**src/rtl/clkrate_pkg.sv**
```systemverilog
package clkrate_pkg;

  localparam int unsigned DEF_PHASES = 6;
  localparam int unsigned DEF_NPERIPH = 7;

  typedef enum logic [2:0] {
    PER_TMR0   = 3'd0,
    PER_TMR1   = 3'd1,
    PER_TMR2   = 3'd2,
    PER_SERIAL = 3'd3,
    PER_CNTARR = 3'd4,
    PER_WDOG   = 3'd5,
    PER_SPI    = 3'd6
  } periph_e;

  // Input periods between strobes for a peripheral
  function automatic int unsigned periph_period(input logic gfast, input logic pfast,
                                                input int unsigned phases);
    return (gfast && pfast) ? phases : 2 * phases;
  endfunction

  // Input periods per machine cycle for the core
  function automatic int unsigned core_period(input logic gfast, input int unsigned phases);
    return gfast ? phases : 2 * phases;
  endfunction

  // Whether a base count value is a strobe slot for the chosen rate
  function automatic logic slot_hit(input int unsigned cnt, input logic fast,
                                    input int unsigned phases);
    if (fast) return (cnt == phases - 1) || (cnt == 2 * phases - 1);
    return cnt == 2 * phases - 1;
  endfunction

endpackage

```
**src/rtl/clkrate_mode_sync.sv**
```systemverilog
module clkrate_mode_sync (
  input  logic clk_i,
  input  logic rst_ni,
  input  logic fast_req_i,
  output logic half_q_o,
  output logic fast_act_o
);
  logic half_q;
  logic fast_act;
  logic half_rise;

  // half_q becomes 1 at this edge: the divided clock's rising edge
  assign half_rise = ~half_q;

  always_ff @(posedge clk_i or negedge rst_ni) begin
    if (!rst_ni) begin
      half_q   <= 1'b0;
      fast_act <= 1'b0;
    end else begin
      half_q <= ~half_q;
      if (half_rise) fast_act <= fast_req_i;
    end
  end

  assign half_q_o   = half_q;
  assign fast_act_o = fast_act;
endmodule

```
**src/rtl/clkrate_phase_gen.sv**
```systemverilog
module clkrate_phase_gen #(
  parameter int unsigned PHASES = 6,
  localparam int unsigned PW = (PHASES > 1) ? $clog2(PHASES) : 1
) (
  input  logic          clk_i,
  input  logic          rst_ni,
  input  logic          tick_i,
  output logic [PW-1:0] phase_o,
  output logic          mcycle_o
);
  localparam logic [PW-1:0] LAST = PW'(PHASES - 1);

  logic [PW-1:0] phase;
  logic          at_last;

  assign at_last = (phase == LAST);

  always_ff @(posedge clk_i or negedge rst_ni) begin
    if (!rst_ni) begin
      phase <= '0;
    end else if (tick_i) begin
      phase <= at_last ? '0 : phase + 1'b1;
    end
  end

  assign phase_o  = phase;
  assign mcycle_o = tick_i & at_last;
endmodule

```
**src/rtl/clkrate_periph_tick.sv**
```systemverilog
module clkrate_periph_tick
  import clkrate_pkg::*;
#(
  parameter int unsigned PHASES     = 6,
  parameter int unsigned NUM_PERIPH = 7,
  localparam int unsigned BASE = 2 * PHASES,
  localparam int unsigned CW   = $clog2(BASE)
) (
  input  logic                  clk_i,
  input  logic                  rst_ni,
  input  logic                  fast_act_i,
  input  logic [NUM_PERIPH-1:0] pfast_i,
  output logic [NUM_PERIPH-1:0] ptick_o
);
  localparam logic [CW-1:0] CLAST = CW'(BASE - 1);

  logic [CW-1:0] base_cnt;

  always_ff @(posedge clk_i or negedge rst_ni) begin
    if (!rst_ni) base_cnt <= '0;
    else         base_cnt <= (base_cnt == CLAST) ? '0 : base_cnt + 1'b1;
  end

  for (genvar gi = 0; gi < NUM_PERIPH; gi++) begin : g_per
    logic eff_fast;
    assign eff_fast    = fast_act_i & pfast_i[gi];
    assign ptick_o[gi] = rst_ni & slot_hit(int'(base_cnt), eff_fast, PHASES);
  end
endmodule

```
**src/rtl/clkrate_prescaler.sv**
```systemverilog
module clkrate_prescaler
  import clkrate_pkg::*;
#(
  parameter int unsigned PHASES     = DEF_PHASES,
  parameter int unsigned NUM_PERIPH = DEF_NPERIPH,
  localparam int unsigned PW = (PHASES > 1) ? $clog2(PHASES) : 1
) (
  input  logic                  clk_i,
  input  logic                  rst_ni,
  input  logic                  fast_req_i,
  input  logic [NUM_PERIPH-1:0] pfast_i,
  output logic                  core_tick_o,
  output logic [PW-1:0]         phase_o,
  output logic                  mcycle_o,
  output logic [NUM_PERIPH-1:0] ptick_o
);
  logic half_q;
  logic fast_act;

  clkrate_mode_sync u_mode (
    .clk_i      (clk_i),
    .rst_ni     (rst_ni),
    .fast_req_i (fast_req_i),
    .half_q_o   (half_q),
    .fast_act_o (fast_act)
  );

  // Divided clock high, or divider bypassed
  assign core_tick_o = half_q | fast_act;

  clkrate_phase_gen #(.PHASES(PHASES)) u_phase (
    .clk_i    (clk_i),
    .rst_ni   (rst_ni),
    .tick_i   (core_tick_o),
    .phase_o  (phase_o),
    .mcycle_o (mcycle_o)
  );

  clkrate_periph_tick #(.PHASES(PHASES), .NUM_PERIPH(NUM_PERIPH)) u_per (
    .clk_i      (clk_i),
    .rst_ni     (rst_ni),
    .fast_act_i (fast_act),
    .pfast_i    (pfast_i),
    .ptick_o    (ptick_o)
  );
endmodule

```
**config.mk**
```make
export PLATFORM = sky130hd
export DESIGN_NAME = clkrate_prescaler
export DESIGN_NICKNAME = d
export VERILOG_FILES = /design/src/rtl/clkrate_pkg.sv /design/src/rtl/clkrate_mode_sync.sv /design/src/rtl/clkrate_phase_gen.sv /design/src/rtl/clkrate_periph_tick.sv /design/src/rtl/clkrate_prescaler.sv
export SDC_FILE = /design/constraint.sdc
export NUM_CORES = 1
export LEC_CHECK = 0
export ABC_AREA = 0
export BUFFER_PORTS_ARGS = -buffer_cell sky130_fd_sc_hd__buf_2
export CAP_MARGIN = 25
export CORE_AREA = 3 3 40 42
export CTS_CLUSTER_DIAMETER = 120
export DETAILED_ROUTE_END_ITERATION = 16
export DIE_AREA = 0 0 43 45
export PLACE_DENSITY = 0.74
export SETUP_SLACK_MARGIN = 0.02
export SLEW_MARGIN = 30
export SYNTH_ARGS = -nofsm -noshare
export SYNTH_HDL_FRONTEND = slang
export SYNTH_SLANG_ARGS = --single-unit
```
**constraint.sdc**
```tcl
create_clock -name clk_i -period 1.07 [get_ports clk_i]
set_input_delay 0.107 -clock clk_i [delete_from_list [all_inputs] [get_ports clk_i]]
set_output_delay 0.107 -clock clk_i [all_outputs]
set_load 0.01 [all_outputs]
```
# Word-level counts from Yosys, hierarchy flattened
# Cells that the tools add are included.
[classes]
add_sub_neg = 2
eq_ne = 3
mux = 23
bitwise_logic = 17
n_reduce_logical = 1
[ops]
columns = ["op", "count"]
rows = [
  ["1-bit two-way mux", 21],
  ["1-bit AND", 15],
  ["4-bit by 1-bit adder with 4-bit output, second input constant", 1],
  ["4-bit by 3-bit == test with 1-bit output, second input constant", 1],
  ["4-bit == test, second input constant", 1],
  ["4-bit two-way mux", 1],
  ["3-bit by 1-bit adder with 3-bit output, second input constant", 1],
  ["3-bit == test, second input constant", 1],
  ["3-bit two-way mux", 1],
  ["1-bit logical OR", 1],
  ["1-bit inverter", 1],
  ["1-bit OR", 1],
]
[totals]
reg_bits = 9
input_bits = 10
wordCells = 50

# Longest topological paths before layout
[logic_depth]
ltp_word = 5
ltp_mapped = 4

# Cells and area by module
# A second synthesis with hierarchy kept.
[unflattened]
hier_cells = 49
hier_area_um2 = 498.0
[by_module_without_submodules]
columns = ["mod", "n_inst", "cells_per_inst", "area_each_um2"]
rows = [
  ["clkrate_periph_tick", 1, 34, 285.3],
  ["clkrate_phase_gen", 1, 10, 137.6],
  ["clkrate_mode_sync", 1, 4, 68.8],
  ["clkrate_prescaler", 1, 1, 6.3],
]

# Least setup slack after synthesis
# Ideal clock, no wire load.
[synth_path]
path_type = "reg2out"
start = "reg u_per.base_cnt[1]"
end = "out ptick_o[0]"
arrival_time_ps = 1045
t_required_ps = 963
slack_ps = -82
stages_incl_launch_ff = 5
path_buffers = 0
cell_sequence = "dfrtp_1 -> inv_1 -> ha_1 -> nand4b_2 -> o21ai_0"
[synth_via]
elab_chain_len = 5
[synth_lines]
columns = ["element", "line", "source"]
rows = [
  ["start, declared", "clkrate_periph_tick.sv:17", "logic [CW-1:0] base_cnt;"],
  ["start signal, assigned", "clkrate_periph_tick.sv:21", "else base_cnt <= (base_cnt == CLAST) ? '0 : base_cnt + 1'b1;"],
  ["4-bit by 3-bit == test with 1-bit output or 4-bit == test (tied branches)", "clkrate_pkg.sv:30, clkrate_pkg.sv:31", ""],
  ["1-bit logical OR", "clkrate_pkg.sv:30", "if (fast) return (cnt == phases - 1) || (cnt == 2 * phases - 1);"],
  ["1-bit two-way mux", "clkrate_pkg.sv:30", ""],
  ["1-bit two-way mux *", "clkrate_pkg.sv:31", "return cnt == 2 * phases - 1;"],
  ["1-bit AND *", "clkrate_periph_tick.sv:27", "assign ptick_o[gi] = rst_ni & slot_hit(int'(base_cnt), eff_fast, PHASES);"],
  ["end, declared", "clkrate_prescaler.sv:15", "output logic [NUM_PERIPH-1:0] ptick_o"],
]
# Mark *: on every way between the ends. The rest lies on a longest branch, timed or not. The select of a mux whose other input is x is not followed.

# Worst setup path in the final report
[layout_path]
start = "reg u_per.base_cnt[0]"
end = "out ptick_o[1]"
# The elaborated chain is that of the path after synthesis.

==> run summary <==
Number of max-slew violations in the final report: 0. Sorting the synthesized cells by area gives the leading types as sky130_fd_sc_hd__dfrtp_1, sky130_fd_sc_hd__o21ai_0, sky130_fd_sc_hd__mux2_2. Post-layout utilization of the core: 62.9%.

On the worst path, the slowest cell contributes a delay of 0.40 ns. Measured along the x axis, the die boundary spans 43 um. Each instance of the synthesized netlist takes up on average 9.86 um^2.

The via-per-instance ratio came out at 4.94. Synthesis handed over a netlist of 50 instances. After layout, the design draws a total of 1190 uW.

Along the worst hold path, the cell count comes to 2. The compound-gate portion of the synthesized area was 12.9%. At the worst endpoint, the required time is 0.96 ns. The tools report the combined global-route utilization of all metal layers as 15.1%. The logs give 0 for the overflow left after global routing and 2 for the number of iterations in the first detailed-routing pass.

At the later pin of the worst-skew pair, clock insertion delay measures 0.27 ns. Once the floorplan was initialized, standard cells occupied 38.4% of the core. The netlist uses 20 different library cells. Summed over all layers, the routed wires come to 1260 um.

After Yosys synthesis, full adders, half adders and majority gates account for 5.08% of the synthesized area. In the final routed layout, each cell accounts on average for 12.3 um. At the pin with the least slew margin, the transition time is 0.234 ns.

The proportion of synthesized area in mux cells works out to 6.85%. Buffers inserted during clock tree synthesis total 3. The most critical setup path has its startpoint at u_per.base_cnt[0]$_DFF_PN0_.

The congestion estimate from routability-driven global placement came to 0.705. After detailed routing, the number of remaining DRC violations is 0. The total number of placement rows is 13. Setup repair after global routing could not meet its margin everywhere. The area of the die is 0.00194 mm^2.

After synthesis, the largest area contributor takes up 45.7% of total cell area. STA classifies the critical path endpoint as a primary output. The core box area was 0.00128 mm^2; the total of buffers placed on input and output ports was 21.

Root buffer cell: sky130_fd_sc_hd__clkbuf_4. The critical path in this run is classified as register to primary output. In this run the most critical hold path is launched from fast_req_i. The maximum fanout along the worst path is 7.

The number of global-route vias before repair is 492, and the y dimension of the die is 45 um. The clock passes through at most 2 buffers. The synthesized netlist occupies a cell area of 493 um^2. Measured against its own limit, the worst slew margin works out to 84.3%. The repair_antennas step left the layout with diodes totalling 0. After routing the design area is 808 um^2. The simple-gate area share of the yosys netlist works out to 23.6%. Ranked by instance count, the synthesized netlist is headed by sky130_fd_sc_hd__dfrtp_1, sky130_fd_sc_hd__nand2_1, sky130_fd_sc_hd__o21ai_0.

Slack of the worst reg-to-reg path: -0.12 ns. The post-layout minimum cycle time came out at 1.49 ns. The I/O pin count was 22; the fraction of the cycle the final worst path needs was 139%. The tools report the max-cap check violation count as 0.

The final reports fail on setup timing. STA classifies the critical path startpoint as a register. In the post-synthesis netlist, the cell with the most instances is sky130_fd_sc_hd__dfrtp_1.

TritonCTS built the clock tree. The min-delay analysis places its worst path in the category input port to register. Clock-pin slew was measured on the worst setup and hold paths at 0.06 ns. The number of hold-slack violations in the final timing report is 0, and the DRC violation total after the first TritonRoute iteration is 6. The number of levels in the clock H-tree was 1. The critical path goes through ha_2, nand4b_1, o21ai_1, buf_2.

The worst path arrival time is 1.38 ns, and the number of flops mapped to enable cells by yosys is 0. Endpoint of the most critical register-to-register path: u_phase.phase_o[1]$_DFFE_PN0P_. The share of synthesized registers carrying an async set or reset works out to 100%. The run gives -0.159 ns as the setup slack after placement.

Most used flip-flop cell after synthesis: sky130_fd_sc_hd__dfrtp_1. The worst register-to-register path has a depth of 3. Entering global routing, the biggest net connects 10 pins.

The biggest area contributor in the post-synthesis netlist is sky130_fd_sc_hd__dfrtp_1. For the area after detailed placement, the log shows 664 um^2. The clock net in this run drives a total of 9 sinks. At the end of the flow, the number of nets in the layout was 100. After synthesis, the largest family of logic cells by area is simple AND/OR/NAND/NOR gates. Of the cells placed in the final design, the portion with a size suffix greater than 1 is 56.3%. When the netlist entered floorplanning its net count stood at 62. The run finished, with violations left. The ratio of total power to cell area is 1480 mW/mm^2, and the setup TNS after final layout is -3.58 ns. The least setup slack across all paths after layout came out at -0.418 ns. The analysis attributes to cell leakage a power of 0.000425 uW. The logs give 15 for the number of setup violations in the final report and 0 for the initial antenna violation count. Across the VDD grid, the largest voltage drop is 980 uV.

From synthesis to final layout, the design area changed by 64.0%. The cell at the slowest stage of the critical path is sky130_fd_sc_hd__dfrtp_1. The sink of the worst hold path was u_mode.fast_act_o$_DFFE_PN0N_. Across the routed clock network, the largest skew measured is 0.00468 ns. For this block, the via count after detailed routing is 504. The xor and xnor fraction of the mapped netlist area is 1.78%. In this run the remaining antenna-violating nets after routing total 0.

The first-pass GRT wire length came out at 2090 um. For this run, the register share of the synthesized area comes to 45.7%. The post-detailed-placement half-perimeter wirelength came out at 929 um. During synthesis, Yosys emitted a total of 0 warnings.

Based on the critical path, the design can be clocked at up to 0.672 GHz. The tools report the origin of the critical flop-to-flop path as u_mode.fast_act_o$_DFFE_PN0N_. Counting flops and latches in the post-synthesis netlist gives 9.
-- placed cells by master, fill, tap and decap left out --
master	count
sky130_fd_sc_hd__buf_2	20
sky130_fd_sc_hd__buf_4	9
sky130_fd_sc_hd__o21ai_1	8
sky130_fd_sc_hd__nand2_1	8
sky130_fd_sc_hd__dfrtp_1	7
sky130_fd_sc_hd__inv_1	4
sky130_fd_sc_hd__buf_6	4
sky130_fd_sc_hd__nand4b_1	3
sky130_fd_sc_hd__clkbuf_4	3
sky130_fd_sc_hd__mux2_4	2
sky130_fd_sc_hd__ha_2	2
sky130_fd_sc_hd__dfrtp_2	2
sky130_fd_sc_hd__or3b_1	1
sky130_fd_sc_hd__nand2b_1	1
sky130_fd_sc_hd__and2_1	1
sky130_fd_sc_hd__o221ai_2	1
sky130_fd_sc_hd__nand4b_4	1
sky130_fd_sc_hd__or2_4	1
sky130_fd_sc_hd__o21ai_4	1
sky130_fd_sc_hd__nor3b_2	1
sky130_fd_sc_hd__mux2_2	1
sky130_fd_sc_hd__xor2_2	1
sky130_fd_sc_hd__nor2b_1	1
sky130_fd_sc_hd__nor2_1	1
sky130_fd_sc_hd__a31oi_1	1
sky130_fd_sc_hd__clkbuf_1	1
sky130_fd_sc_hd__dlygate4sd3_1	1
-- worst max path at each step --
stage / end / slack [ns] / cells past startpoint
final: ptick_o[1] / -0.42 / 4
after global routing: ptick_o[0] / -0.54 / 4
after CTS: ptick_o[1] / -0.41 / 4
after detailed placement: ptick_o[1] / -0.16 / 4
after global placement: ptick_o[4] / -0.13 / 4
after floorplan: ptick_o[0] / -0.03 / 4
-- sequential cells by signal, summed over array words and instances, names as in the netlist --
register           count
u_mode.fast_act_o      1
u_mode.half_q_o        1
u_per.base_cnt         4
u_phase.phase_o        3
-- per-layer routing --
| metal | wire length, um | GRT usage, % |
|---|---|---|
| met5 | 0 | 0 |
| met4 | 30 | 10.8 |
| met3 | 49 | 4.78 |
| met2 | 662 | 24.6 |
| met1 | 517 | 16.7 |
-- power breakdown --
part	switching, uW	internal, uW	total (uW)	leakage (uW)
Combinational	165	275	441	0.000303
Sequential	77.8	403	481	0.000107
Clock	128	144	272	0.0000150
Total	371	823	1190	0.000425
-- through the flow --
| step | hold WS [ns] | std cells |
|---|---|---|
| finish | 0.0704 | 102 |
| global route | 0.0735 | 102 |
| CTS | 0.0691 | 101 |
| detailed placement | 0.0483 | 92 |
| global placement | 0.0537 | 92 |
| floorplan | -0.189 | 50 |
-- critical path, delay by kind of cell (launching register included) --
kind | cells | cell delay, ns
simple gates | 1 | 0.22
fa+ha+maj | 1 | 0.20
flops | 1 | 0.40
compound gates | 1 | 0.15
buf+inv | 1 | 0.15
-- timing repair --
action	CTS	global route
endpoints found under the setup margin	13	15
pin swaps	5	1
resized for setup	12	5
buffers inserted	4	2
hold endpoints to repair	9	0
hold buffers	1	0
-- area by class of cell --
cell class              instances  area [um^2]
inverters                       4         15.0
flip-flops and latches          9          228
multi-input cells              36          298
well taps                      15         18.8
clock buffers                   4         26.3
repair buffers                 34          223
fillers                        95          477
-- logic make-up (layout without fill, tap and decap cells) --
kind of cell | count (synthesis) | in the layout
AO/OA/AOI/OAI | 11 | 11
XOR/XNOR | 1 | 1
adder cells (fa/ha/maj) | 2 | 2
buffers and inverters | 5 | 42
flip-flops | 9 | 9
multiplexers | 3 | 3
AND/OR/NAND/NOR | 19 | 19
No activity file was read; power rests on OpenSTA's default activity.
